## src/rtl/mdio_batch_pkg.sv

```systemverilog
package mdio_batch_pkg;

    localparam int WORD_W = 32;
    localparam int GO_BIT = 31;
    localparam int EN_BIT = 30;

    typedef enum logic [2:0] {
        S_IDLE,
        S_ISSUE,
        S_WAIT,
        S_GAP,
        S_SETTLE
    } seq_state_e;

    // Control word: enable plus a divider that is never zero.
    function automatic logic [WORD_W-1:0] make_ctrl(input logic [WORD_W-1:0] div_ext);
        logic [WORD_W-1:0] r;
        r = (div_ext == '0) ? WORD_W'(1) : div_ext;
        r[EN_BIT] = 1'b1;
        return r;
    endfunction

    // Access word with the go bit forced on.
    function automatic logic [WORD_W-1:0] make_go(input logic [WORD_W-1:0] entry);
        logic [WORD_W-1:0] r;
        r = entry;
        r[GO_BIT] = 1'b1;
        return r;
    endfunction

endpackage

```

## src/rtl/mdio_batch_list.sv

```systemverilog
module mdio_batch_list
    import mdio_batch_pkg::*;
#(
    parameter int DEPTH = 8,
    localparam int IDX_W = $clog2(DEPTH)
) (
    input  logic              clk,
    input  logic              wr_en,
    input  logic [IDX_W-1:0]  wr_addr,
    input  logic [WORD_W-1:0] wr_word,
    input  logic [IDX_W-1:0]  rd_addr,
    output logic [WORD_W-1:0] rd_word
);

    logic [WORD_W-1:0] mem [DEPTH];

    always_ff @(posedge clk) begin
        if (wr_en) begin
            mem[wr_addr] <= wr_word;
        end
    end

    assign rd_word = mem[rd_addr];

endmodule

```

## src/rtl/mdio_batch_timer.sv

```systemverilog
module mdio_batch_timer #(
    parameter int W = 8
) (
    input  logic         clk,
    input  logic         rst,
    input  logic         load,
    input  logic [W-1:0] load_val,
    input  logic         tick,
    output logic         expire
);

    logic [W-1:0] cnt;

    always_ff @(posedge clk) begin
        if (rst) begin
            cnt <= '0;
        end else if (load) begin
            cnt <= load_val;
        end else if (tick && cnt != '0) begin
            cnt <= cnt - 1'b1;
        end
    end

    // Final counted cycle of the window.
    assign expire = (cnt == W'(1));

endmodule

```

## src/rtl/mdio_batch_regs.sv

```systemverilog
module mdio_batch_regs
    import mdio_batch_pkg::*;
#(
    parameter int DIV_W = 16
) (
    input  logic              clk,
    input  logic              rst,
    input  logic              set_ctrl,
    input  logic [DIV_W-1:0]  div_in,
    input  logic              issue,
    input  logic [WORD_W-1:0] entry,
    input  logic              ack,
    output logic [WORD_W-1:0] ctrl_reg,
    output logic [WORD_W-1:0] uacc_reg
);

    always_ff @(posedge clk) begin
        if (rst) begin
            ctrl_reg <= '0;
            uacc_reg <= '0;
        end else begin
            if (set_ctrl) begin
                ctrl_reg <= make_ctrl(WORD_W'(div_in));
            end
            if (issue) begin
                uacc_reg <= make_go(entry);
            end else if (ack && uacc_reg[GO_BIT]) begin
                uacc_reg[GO_BIT] <= 1'b0;
            end
        end
    end

endmodule

```

## src/rtl/mdio_batch_seq.sv

```systemverilog
module mdio_batch_seq
    import mdio_batch_pkg::*;
#(
    parameter int DEPTH         = 8,
    parameter int DIV_W         = 16,
    parameter int GAP_W         = 8,
    parameter int SETTLE_CYCLES = 200,
    localparam int IDX_W = $clog2(DEPTH),
    localparam int CNT_W = $clog2(DEPTH + 1)
) (
    input  logic              clk,
    input  logic              rst,
    input  logic              start,
    input  logic [CNT_W-1:0]  acc_count,
    input  logic [DIV_W-1:0]  clk_div,
    input  logic [GAP_W-1:0]  gap_len,
    input  logic              wr_en,
    input  logic [IDX_W-1:0]  wr_addr,
    input  logic [31:0]       wr_word,
    input  logic              eng_ack,
    output logic [31:0]       ctrl_reg,
    output logic [31:0]       uacc_reg,
    output logic              busy,
    output logic              done
);

    localparam int SET_W = $clog2(SETTLE_CYCLES + 1);
    localparam int TMR_W = (SET_W > GAP_W) ? SET_W : GAP_W;

    seq_state_e        state;
    logic [IDX_W-1:0]  idx;
    logic [IDX_W-1:0]  last_idx;
    logic [GAP_W-1:0]  gap_q;
    logic [CNT_W-1:0]  cnt_eff;
    logic [WORD_W-1:0] entry;
    logic              go_now;
    logic              at_last;
    logic              accept;
    logic              tmr_load;
    logic              tmr_tick;
    logic              tmr_exp;
    logic [TMR_W-1:0]  tmr_val;

    assign cnt_eff  = (acc_count > CNT_W'(DEPTH)) ? CNT_W'(DEPTH) : acc_count;
    assign go_now   = uacc_reg[GO_BIT];
    assign at_last  = (idx == last_idx);
    assign accept   = (state == S_IDLE) && start;
    assign tmr_load = (state == S_WAIT) && !go_now;
    assign tmr_val  = at_last ? TMR_W'(SETTLE_CYCLES) : TMR_W'(gap_q);
    assign tmr_tick = (state == S_GAP) || (state == S_SETTLE);
    assign busy     = (state != S_IDLE);

    mdio_batch_list #(.DEPTH(DEPTH)) u_list (
        .clk     (clk),
        .wr_en   (wr_en),
        .wr_addr (wr_addr),
        .wr_word (wr_word),
        .rd_addr (idx),
        .rd_word (entry)
    );

    mdio_batch_timer #(.W(TMR_W)) u_timer (
        .clk      (clk),
        .rst      (rst),
        .load     (tmr_load),
        .load_val (tmr_val),
        .tick     (tmr_tick),
        .expire   (tmr_exp)
    );

    mdio_batch_regs #(.DIV_W(DIV_W)) u_regs (
        .clk      (clk),
        .rst      (rst),
        .set_ctrl (accept),
        .div_in   (clk_div),
        .issue    (state == S_ISSUE),
        .entry    (entry),
        .ack      (eng_ack),
        .ctrl_reg (ctrl_reg),
        .uacc_reg (uacc_reg)
    );

    always_ff @(posedge clk) begin
        if (rst) begin
            state    <= S_IDLE;
            idx      <= '0;
            last_idx <= '0;
            gap_q    <= '0;
            done     <= 1'b0;
        end else begin
            done <= 1'b0;
            case (state)
                S_IDLE: begin
                    if (start) begin
                        gap_q <= gap_len;
                        idx   <= '0;
                        if (cnt_eff == '0) begin
                            done <= 1'b1;
                        end else begin
                            last_idx <= IDX_W'(cnt_eff - 1'b1);
                            state    <= S_ISSUE;
                        end
                    end
                end
                S_ISSUE: state <= S_WAIT;
                S_WAIT: begin
                    if (!go_now) begin
                        if (at_last) begin
                            state <= S_SETTLE;
                        end else begin
                            idx   <= idx + 1'b1;
                            state <= (gap_q == '0) ? S_ISSUE : S_GAP;
                        end
                    end
                end
                S_GAP: begin
                    if (tmr_exp) state <= S_ISSUE;
                end
                S_SETTLE: begin
                    if (tmr_exp) begin
                        state <= S_IDLE;
                        done  <= 1'b1;
                    end
                end
                default: state <= S_IDLE;
            endcase
        end
    end

endmodule

```

## config.mk

```make
export PLATFORM = sky130hd
export DESIGN_NAME = mdio_batch_seq
export DESIGN_NICKNAME = d
export VERILOG_FILES = /design/src/rtl/mdio_batch_pkg.sv /design/src/rtl/mdio_batch_list.sv /design/src/rtl/mdio_batch_timer.sv /design/src/rtl/mdio_batch_regs.sv /design/src/rtl/mdio_batch_seq.sv
export SDC_FILE = /design/constraint.sdc
export NUM_CORES = 1
export LEC_CHECK = 0
export BUFFER_PORTS_ARGS = -buffer_cell sky130_fd_sc_hd__buf_4
export CAP_MARGIN = 20
export CORE_MARGIN = 1.5
export CORE_UTILIZATION = 55
export DETAILED_ROUTE_END_ITERATION = 7
export GPL_ROUTABILITY_DRIVEN = 0
export GPL_TIMING_DRIVEN = 0
export PLACE_DENSITY = 0.75
export SYNTH_ARGS = -nofsm -noshare
export SYNTH_HDL_FRONTEND = slang
export SYNTH_HIERARCHICAL = 1
export SYNTH_SLANG_ARGS = --single-unit
```

## constraint.sdc

```tcl
create_clock -name clk -period 3.9 [get_ports clk]
set_clock_uncertainty 0.2 [all_clocks]
set_input_delay 0.585 -clock clk [delete_from_list [all_inputs] [get_ports clk]]
set_output_delay 0.585 -clock clk [all_outputs]
set_load 0.01 [all_outputs]
```

==> flow_summary_export.csv <==
group,metric,value,unit
run_status,status,"finished, final reports clean",
routing,drtPass1Iterations,5,
routing,totalWireLength,26000,um
timing,holdWs,0.0382,ns
cts,clockBufferDepth,3,
global_routing,grt_overflow,0,
timing,final-max-slew-violation-count,0,
floorplanning,die-area,24600,um2
cts,cts_buffers,31,
worst_setup_path,rr_endpoint,"u_timer/cnt[6]$_SDFFE_PP0P_",
worst_setup_path,rr_startpoint,"state[0]$_SDFFE_PP0P_",
timing,fmax,377,MHz
power,power.leakage,5.48,nW
placement,dp_slack,1.27,ns
cts,post_cts_buffers,0,
yosys,syn_inst,746,
cts,cts-hold-fix-buffers,0,
worst_setup_path,startpoint_type,"flop",
worst_hold_path,min-delay-path-class,"in -> reg",
global_routing,busiest_layer,"met2",
global_routing,grt_pass1_vias,6990,
placement,dpl-instance-area,14600,um2
worst_setup_path,critical_path_arrival,2.90,ns
worst_setup_path,rrSetupSlack,1.25,ns
timing,max_slew_margin,0.496,
global_routing,grtUsageTotal,0.216,
power,ir_drop,0.000348,V
final_layout,layout.cells.non_filler,1265,
floorplanning,ios,134,
worst_hold_path,hold_path_end,"u_list/mem[6][14]$_DFFE_PP_",
worst_setup_path,cp_max_fo,10,
routing,drt_iter0_markers,456,
cts,cts_resized,0,
floorplanning,die_y,157,um
cts,clock_sinks,323,
power,power.density,480,nW/um2
global_routing,grt_use_met1,0.299,
cts,cts_max_level,1,
global_routing,grt_max_degree,22,
cts,clk_latency,0.57,ns
routing,ant_nets,0,
cts,cts_tree,"built",
timing,worst_slew_pin_slew,0.748,ns
cts,cts-root-buf,"clkbuf_16",
routing,drt-wirelength-per-cell,20.6,um
routing,route.detailed.drc,0,
cts,cts.clk_slew.worst_paths,0.06,ns
worst_setup_path,worstPathRequired,4.15,ns
floorplanning,die_x,157,um
yosys,syn_area,13000,um2
global_routing,antenna_found_initial,0,
global_routing,use_met3,0.0341,
timing,setup_viol,0,
global_routing,grt_pass1_wl,39500,um
final_layout,layout-drive-gt1-share,0.301,
final_layout,antenna_cells,0,
floorplanning,start_util,0.558,
yosys,synth_warnings,6,
placement,dp_hpwl,16800,um
routing,num_vias,7036,
worst_hold_path,hold_depth,1,
final_layout,syn_to_final_growth,19.3,%
timing,finalCritPeriodShare,0.680,
timing,fin_ws,1.25,ns
worst_setup_path,r2r_cells,6,
worst_hold_path,hp-start,"wr_word[14]",
timing,rsz0062_at_grt,"no",
run,cap_viol_max_count,0,
final_layout,final_area,15500,um2
placement,place_inst,1208,
global_routing,use_met2,0.365,
power,p_total,7.45,mW
placement,portBuffers,116,
yosys,avgSynthCellArea,17.4,um2
final_layout,nNetsFinal,996,
floorplanning,core_area,23300,um2
timing,hold_violations,0,
routing,vias_per_cell,5.56,
worst_setup_path,critPathKind,"reg -> reg",
final_layout,largest_reg_flops,248,
floorplanning,fp-row-count,56,
timing,fin_crit,2.65,ns
worst_setup_path,setup.worst_path.end_class,"flop",
[stage by stage]
step,util,TNS (ns)
after floorplan,-,0
after global placement,0.614,-148.92
after detailed placement,0.627,0
after CTS,0.665,0
after global routing,0.665,0
final,0.665,0
[cell type report]
class	instances	area [um2]
Sequential cell	323	8950
Fill cell	1574	7810
Multi-Input combinational cell	371	3760
Timing Repair Buffer	129	1100
Clock buffer	45	828
Tap cell	319	399
Buffer	54	359
Clock inverter	12	76.3
Inverter	12	45.0
[worst max path at each step]
stage / from / to / slack, ns / cells after the start
after floorplan: wr_addr[2] / u_list/mem[0][0]$_DFFE_PP_ / 0.34 / 2
after global placement: wr_addr[2] / u_list/mem[0][24]$_DFFE_PP_ / -1.89 / 3
after detailed placement: state[0]$_SDFFE_PP0P_ / u_timer/cnt[6]$_SDFFE_PP0P_ / 1.27 / 6
after CTS: state[0]$_SDFFE_PP0P_ / u_timer/cnt[6]$_SDFFE_PP0P_ / 1.26 / 6
after global routing: state[0]$_SDFFE_PP0P_ / u_timer/cnt[6]$_SDFFE_PP0P_ / 1.07 / 6
final: state[0]$_SDFFE_PP0P_ / u_timer/cnt[6]$_SDFFE_PP0P_ / 1.25 / 6
[report_power, final]
group | switching (mW) | internal, mW
sequential | 0.0813 | 3.87
combinational | 0.419 | 0.387
clock | 1.21 | 1.47
[layer usage]
layer  vias up  part of all wire
li1       3264                 -
met1      3528              0.43
met2       215              0.50
met3        29             0.060
met4         0             0.018
met5         -                 0
[critical path, stage by stage (launching register included)]
cell     delay, ns
dfxtp_1       0.36
buf_2         0.19
or2b_1        0.22
o21ai_0       0.59
nand2_1       0.29
or3_1         0.36
o311a_1       0.33
[layout by cell type, fill, tap and decap left out, types with 4 or more instances in the layout]
| cell type | instances |
|---|---|
| edfxtp_1 | 248 |
| buf_4 | 138 |
| dfxtp_1 | 75 |
| nor2_1 | 62 |
| mux2i_1 | 47 |
| mux4_1 | 39 |
| clkbuf_16 | 31 |
| mux2_2 | 31 |
| clkbuf_1 | 24 |
| mux4_2 | 23 |
| nand2_1 | 21 |
| a21oi_1 | 18 |
| conb_1 | 15 |
| buf_6 | 14 |
| nand2b_1 | 11 |
| inv_1 | 11 |
| buf_2 | 11 |
| and2_1 | 7 |
| nand3_1 | 7 |
| nor2_4 | 7 |
| ha_1 | 6 |
| nor4_1 | 5 |
| or3_1 | 4 |
| clkinv_1 | 4 |
| buf_16 | 4 |
| nor4_2 | 4 |
No activity file was read; power rests on OpenSTA's default activity.
